`src/rtl/tpl_pkg.sv`:
```
package tpl_pkg;

    localparam int CTRL_RUN_BIT = 0;
    localparam int CTRL_DMA_BIT = 1;
    localparam int CTRL_IE_BIT  = 2;
    localparam int CTRL_W       = 3;
    localparam int N_TARGETS    = 6;
    localparam int PER_GROUP    = 3;

    typedef struct packed {
        logic run;
        logic dma;
        logic ie;
        logic phase;
    } ctrl_t;

endpackage

```
`src/rtl/tpl_stage_demux.sv`:
```
module tpl_stage_demux
    import tpl_pkg::*;
#(
    parameter int AMP_W  = 8,
    parameter int FREQ_W = 16,
    parameter int CNT_W  = 8,
    parameter int TIME_W = 8,
    parameter int STEP_W = 8,
    parameter int PWM_W  = 16,
    localparam int WORD_W = AMP_W + FREQ_W + CNT_W
) (
    input  logic                 accept,
    input  logic                 phase,
    input  logic [N_TARGETS-1:0] mask,
    input  logic [WORD_W-1:0]    wdata,
    output logic [N_TARGETS-1:0] load,
    output logic [AMP_W-1:0]     f_amp,
    output logic [FREQ_W-1:0]    f_freq,
    output logic [CNT_W-1:0]     f_cnt,
    output logic [TIME_W-1:0]    f_time,
    output logic [STEP_W-1:0]    f_step,
    output logic [PWM_W-1:0]     f_pwm
);

    localparam int FREQ_LSB = AMP_W;
    localparam int CNT_LSB  = AMP_W + FREQ_W;
    localparam int STEP_LSB = TIME_W;
    localparam int PWM_LSB  = TIME_W + STEP_W;

    // Target i belongs to the first group for i < PER_GROUP, the second otherwise.
    for (genvar i = 0; i < N_TARGETS; i++) begin : g_load
        localparam logic GROUP = (i >= PER_GROUP);
        assign load[i] = accept && mask[i] && (phase == GROUP);
    end

    always_comb begin
        f_amp  = wdata[AMP_W-1:0];
        f_freq = wdata[FREQ_LSB +: FREQ_W];
        f_cnt  = wdata[CNT_LSB +: CNT_W];
        f_time = wdata[TIME_W-1:0];
        f_step = wdata[STEP_LSB +: STEP_W];
        f_pwm  = wdata[PWM_LSB +: PWM_W];
    end

endmodule

```
`src/rtl/tpl_pulse_cnt.sv`:
```
module tpl_pulse_cnt #(
    parameter int CNT_W = 8
) (
    input  logic             clk,
    input  logic             rst_n,
    input  logic             run,
    input  logic             reload,
    input  logic [CNT_W-1:0] reload_val,
    input  logic             pulse,
    output logic [CNT_W-1:0] count,
    output logic             hit_zero
);

    localparam logic [CNT_W-1:0] ONE = CNT_W'(1);

    logic [CNT_W-1:0] count_d, count_q;

    always_comb begin
        count_d  = count_q;
        hit_zero = 1'b0;
        if (reload) begin
            count_d = reload_val;
        end else if (run && pulse && (count_q != '0)) begin
            count_d  = count_q - ONE;
            hit_zero = (count_q == ONE);
        end
    end

    always_ff @(posedge clk or negedge rst_n) begin
        if (!rst_n) count_q <= '0;
        else        count_q <= count_d;
    end

    assign count = count_q;

endmodule

```
`src/rtl/tpl_irq.sv`:
```
module tpl_irq (
    input  logic clk,
    input  logic rst_n,
    input  logic set_evt,
    input  logic clr_evt,
    input  logic enable,
    output logic status,
    output logic req
);

    logic status_d, status_q;

    always_comb begin
        status_d = status_q;
        if (set_evt)      status_d = 1'b1;
        else if (clr_evt) status_d = 1'b0;
    end

    always_ff @(posedge clk or negedge rst_n) begin
        if (!rst_n) status_q <= 1'b0;
        else        status_q <= status_d;
    end

    assign status = status_q;
    assign req    = status_q & enable;

endmodule

```
`src/rtl/tone_param_loader.sv`:
```
module tone_param_loader
    import tpl_pkg::*;
#(
    parameter int AMP_W  = 8,
    parameter int FREQ_W = 16,
    parameter int CNT_W  = 8,
    parameter int TIME_W = 8,
    parameter int STEP_W = 8,
    parameter int PWM_W  = 16,
    localparam int WORD_W = AMP_W + FREQ_W + CNT_W
) (
    input  logic                 clk,
    input  logic                 rst_n,
    input  logic                 ctrl_we,
    input  logic [CTRL_W-1:0]    ctrl_wdata,
    input  logic                 clr_we,
    input  logic                 clr_wdata,
    input  logic                 mask_we,
    input  logic [N_TARGETS-1:0] mask_wdata,
    input  logic                 stage_we,
    input  logic [WORD_W-1:0]    stage_wdata,
    input  logic                 tone_pulse,
    output logic [AMP_W-1:0]     amplitude,
    output logic [FREQ_W-1:0]    frequency,
    output logic [CNT_W-1:0]     tone_count,
    output logic [TIME_W-1:0]    time_cycle,
    output logic [STEP_W-1:0]    ramp_step,
    output logic [PWM_W-1:0]     pwm_period,
    output logic [CNT_W-1:0]     pulses_left,
    output logic                 irq_status,
    output logic                 dma_req,
    output logic                 stage_phase
);

    typedef struct packed {
        ctrl_t                ctrl;
        logic [N_TARGETS-1:0] mask;
        logic [AMP_W-1:0]     amp;
        logic [FREQ_W-1:0]    freq;
        logic [CNT_W-1:0]     cnt;
        logic [TIME_W-1:0]    tcyc;
        logic [STEP_W-1:0]    step;
        logic [PWM_W-1:0]     pwm;
    } state_t;

    state_t s_d, s_q;

    logic                 accept;
    logic                 clr_hit;
    logic                 start_dma;
    logic                 reload;
    logic                 hit_zero;
    logic [N_TARGETS-1:0] load;
    logic [AMP_W-1:0]     f_amp;
    logic [FREQ_W-1:0]    f_freq;
    logic [CNT_W-1:0]     f_cnt;
    logic [TIME_W-1:0]    f_time;
    logic [STEP_W-1:0]    f_step;
    logic [PWM_W-1:0]     f_pwm;

    assign accept    = stage_we && s_q.ctrl.run;
    assign clr_hit   = clr_we && clr_wdata;
    assign start_dma = ctrl_we && ctrl_wdata[CTRL_RUN_BIT] && ctrl_wdata[CTRL_DMA_BIT];
    assign reload    = accept && s_q.ctrl.phase;

    tpl_stage_demux #(
        .AMP_W(AMP_W), .FREQ_W(FREQ_W), .CNT_W(CNT_W),
        .TIME_W(TIME_W), .STEP_W(STEP_W), .PWM_W(PWM_W)
    ) u_demux (
        .accept (accept),
        .phase  (s_q.ctrl.phase),
        .mask   (s_q.mask),
        .wdata  (stage_wdata),
        .load   (load),
        .f_amp  (f_amp),
        .f_freq (f_freq),
        .f_cnt  (f_cnt),
        .f_time (f_time),
        .f_step (f_step),
        .f_pwm  (f_pwm)
    );

    always_comb begin
        s_d = s_q;
        if (mask_we) s_d.mask = mask_wdata;
        if (load[0]) s_d.amp  = f_amp;
        if (load[1]) s_d.freq = f_freq;
        if (load[2]) s_d.cnt  = f_cnt;
        if (load[3]) s_d.tcyc = f_time;
        if (load[4]) s_d.step = f_step;
        if (load[5]) s_d.pwm  = f_pwm;
        if (accept)  s_d.ctrl.phase = ~s_q.ctrl.phase;
        if (ctrl_we) begin
            s_d.ctrl.run   = ctrl_wdata[CTRL_RUN_BIT];
            s_d.ctrl.dma   = ctrl_wdata[CTRL_DMA_BIT];
            s_d.ctrl.ie    = ctrl_wdata[CTRL_IE_BIT];
            s_d.ctrl.phase = 1'b0;
        end
        if (clr_hit)         s_d.ctrl.phase = 1'b0;
        if (!s_d.ctrl.run)   s_d.ctrl.phase = 1'b0;
    end

    always_ff @(posedge clk or negedge rst_n) begin
        if (!rst_n) s_q <= '0;
        else        s_q <= s_d;
    end

    tpl_pulse_cnt #(.CNT_W(CNT_W)) u_cnt (
        .clk        (clk),
        .rst_n      (rst_n),
        .run        (s_q.ctrl.run),
        .reload     (reload),
        .reload_val (s_q.cnt),
        .pulse      (tone_pulse),
        .count      (pulses_left),
        .hit_zero   (hit_zero)
    );

    tpl_irq u_irq (
        .clk     (clk),
        .rst_n   (rst_n),
        .set_evt (start_dma || hit_zero),
        .clr_evt (clr_hit),
        .enable  (s_q.ctrl.ie),
        .status  (irq_status),
        .req     (dma_req)
    );

    assign amplitude   = s_q.amp;
    assign frequency   = s_q.freq;
    assign tone_count  = s_q.cnt;
    assign time_cycle  = s_q.tcyc;
    assign ramp_step   = s_q.step;
    assign pwm_period  = s_q.pwm;
    assign stage_phase = s_q.ctrl.phase;

endmodule

```
`config.mk`:
```
export PLATFORM = sky130hd
export DESIGN_NAME = tone_param_loader
export DESIGN_NICKNAME = d
export VERILOG_FILES = /design/src/rtl/tpl_pkg.sv /design/src/rtl/tpl_stage_demux.sv /design/src/rtl/tpl_pulse_cnt.sv /design/src/rtl/tpl_irq.sv /design/src/rtl/tone_param_loader.sv
export SDC_FILE = /design/constraint.sdc
export NUM_CORES = 1
export LEC_CHECK = 0
export BUFFER_PORTS_ARGS = -buffer_cell sky130_fd_sc_hd__buf_4
export CAP_MARGIN = 20
export CORE_MARGIN = 2
export CORE_UTILIZATION = 38
export DETAILED_ROUTE_END_ITERATION = 8
export HOLD_SLACK_MARGIN = 0.02
export PLACE_DENSITY_LB_ADDON = 0.05
export SLEW_MARGIN = 20
export SYNTH_ARGS = -nofsm -noshare
export SYNTH_HDL_FRONTEND = slang
export SYNTH_SLANG_ARGS = --single-unit
```
`constraint.sdc`:
```
create_clock -name clk -period 1.8 [get_ports clk]
set_input_delay 0.54 -clock clk [delete_from_list [all_inputs] [get_ports clk]]
set_output_delay 0.54 -clock clk [all_outputs]
set_load 0.02 [all_outputs]
```
==> key figures <==
Outcome
  – Status: finished, final reports clean

Place
  – Gpl congestion: around 0.7
  – Detailed-placement wirelength estimate: between 5 and 6 mm
  – Worst slack, placed: 106 ps
  – IO buf count: 123

Timing
  – Slew HR: a little over two thirds
  – Setup TNS: 0 ps
  – Fin crit period: 1610 ps
  – Worst Tran Pin Value: between 400 and 500 ps
  – RSZ-0062 raised after global routing: no
  – Final Setup Violations: 0
  – Final Hold Vio Count: 0
  – Layout Skew: about 8.4 ps
  – Fmax: ~620 MHz
  – Final worst path period share: around nine tenths
  – Final setup margin: roughly 190 ps
  – Pins Over Slew Limit: 0

Clock tree
  – Reg clk slew, reported paths: ~80 ps
  – H-tree Lvls: 3
  – Post-CTS Setup Repair Bufs: 0
  – CTS tree: done
  – Clock Latency Late Sink: roughly 340 ps
  – Clock buffer depth: 2
  – CTS root buf: clkbuf_8
  – CTS Buf Count: 9
  – Num Clock Sinks: 82

Power and ir drop
  – Clock power share: about a fifth
  – Comb pwr share: a little over a third
  – Switching power: approximately 0.002 W
  – Sequential power share: 43.3%
  – Max IR drop VDD: roughly 650 uV
  – Switch share: between 30% and 40%
  – Internal power: between 0.004 and 0.005 W
  – Pwr dens: between 1000 and 1500 nW/um^2
  – Lkg Pwr: ~2.3 nW

Final layout
  – Final design utilization: ~49%
  – Layout cell share with drive strength beyond 1: around three fifths
  – Commonest non-fill, non-tap cells in the layout: buf_4 (126), dfrtp_1 (82), mux2_2 (71), nand2_1 (19)
  – Diode count: 0
  – Nets: 420
  – Commonest non-fill, non-tap cell in the layout: buf_4
  – Area Overhead vs Synth: 25.0%

Worst setup path
  – Worst setup EP type: register
  – Required time worst endpoint: around 2100 ps
  – Worst r2r src: u_cnt.count[3]
  – Worst-path maximum fanout: 6
  – Crit path arrival time: 1880 ps
  – CP startpoint: u_cnt.count[3]
  – CP startpoint kind: register
  – Crit Path Category: reg -> reg

Synth
  – Synthesized Nets: about 350
  – Synth cell types: 30
  – Yosys reg bits: 82
  – Post-Syn Area: 3760 um^2
  – Sequential area share after synthesis: between 50% and 60%
  – Yosys warns: 0
  – Syn Area/Cell: between 10 and 15 um^2
  – Cells after Synth: slightly below 300

Worst hold path
  – Hold Crit Class: in -> async

Global route
  – First-pass GRT wire length: 11.3 mm
  – Largest net degree at the start of global routing: 33
  – Number of global-route vias before repair: 2314
  – Grt ovf: 0
  – Gr usage total: between 10 and 15%
  – Number of antenna violations at the first check in global routing: 0

Die
  – Total Die Area: around 11000 um^2
  – IO Count: approximately 120
  – Initial core utilization: 38.8%
  – Die X: ~100 um
  – Placeable Area: 9680 um^2
  – # rows: 36
  – Die Ht: slightly above 100 um

Run
  – Maxcap violations: 0

Drt
  – Routed WL per cell: around 14 um
  – DRT iter0 DRCs: 38
  – Vias: around 2300
  – Routed Antenna Nets: 0
  – Via density: 4.57
  – Routed WL: 7.22 mm
  – Router iterations before antenna repair: 4
  – Drt drc: 0
[final timing paths]
| path | depth (start not counted) | slack, ps | to |
|---|---|---|---|
| setup / recovery | 4 | 190 | u_cnt.count[1] |
| hold / removal | 1 | 120 | amplitude[0] |
| setup reg to reg | 4 | 190 | u_cnt.count[1] |
| hold reg to reg | 1 | 500 | s_q[71] |
| max in group asynchronous | 2 | 1160 | ramp_step[3] |
| min in group clk | 3 | 410 | s_q[73] |
[per-layer routing]
metal,up-vias,track usage [%],part of all wire [%]
met4,0,6.07,1.8
li1,1085,-,-
met2,76,21.7,48
met5,-,0,0
met3,11,3.63,7.4
met1,1138,18.4,43
[logic make-up (layout without fill, tap and decap cells)]
kind of cell / after synthesis / in the layout / share of synthesized area [%]
mux: 71 / 71 / 21.3
xor+xnor: 4 / 4 / 0.932
compound gates: 15 / 15 / 2.43
buf+inv: 71 / 150 / 13.6
flops: 82 / 82 / 54.6
fa+ha+maj: 3 / 3 / 0.998
simple gates: 47 / 47 / 6.22
[layout make-up]
type                       count  area (um^2)
fill                         901         4990
clock inverter                 5         56.3
inverter                       2         7.51
tap                          133          166
clock buffer                  10          128
sequential                    82         2050
timing repair buffer         133         1090
multi-input combinational    140         1200
[registers in the layout, indices dropped and copies added, names as in the netlist, 8 cells and up]
name and flops:
frequency 16, pwm_period 16, amplitude 8, u_cnt.count 8, ramp_step 8, s_q 8, time_cycle 8, tone_count 8
[synth_stat cells, drive strengths merged]
master	n	area [um^2]
a21oi	4	20.0
a21o	2	15.0
dfrtp	82	2050
nor2	9	33.8
nand2	20	77.6
and2	1	6.26
nor3	1	5.00
nand2b	1	6.26
nand3b	1	7.51
nor4	1	12.5
o21ai	4	20.0
mux2	71	800
or3	1	6.26
or4	2	15.0
clkbuf	2	7.51
ha	3	37.5
and3	1	6.26
nand3	5	25.0
nand4	1	6.26
nand4bb	1	11.3
a32oi	1	8.76
nor3b	2	15.0
xnor2	4	35.0
a31oi	2	12.5
o31ai	1	7.51
inv	2	7.51
a211oi	1	7.51
buf	67	495
[worst max-delay path, stage by stage (launching register included)]
cell and delay (ps):
dfrtp_1 450, nor4_2 490, a21oi_1 240, a21o_1 220, o21ai_0 130
[per-stage QoR]
step	total power [W]	area [um^2]	std cells	hold slack, ps
floorplan	0.00426	3760	293	244
global placement	0.00481	4510	490	482
detailed placement	0.00484	4510	490	488
CTS	0.00615	4690	505	123
global route	0.00645	4700	505	140
finish	0.00606	4700	505	116
[power by group through the flow]
stage	sequential [W]	clock, W	combinational, W
final	0.00263	0.00129	0.00214
after global placement	0.00265	0	0.00216
after floorplan	0.00269	0	0.00157
after CTS	0.00263	0.00134	0.00218
after global routing	0.00270	0.00143	0.00232
after detailed placement	0.00267	0	0.00217
[timing repair]
action	CTS	global route
hold buffers	0	0
gates resized for setup	0	1
setup endpoints to repair	0	5
Note: power is estimated with default switching activity, not from simulation.
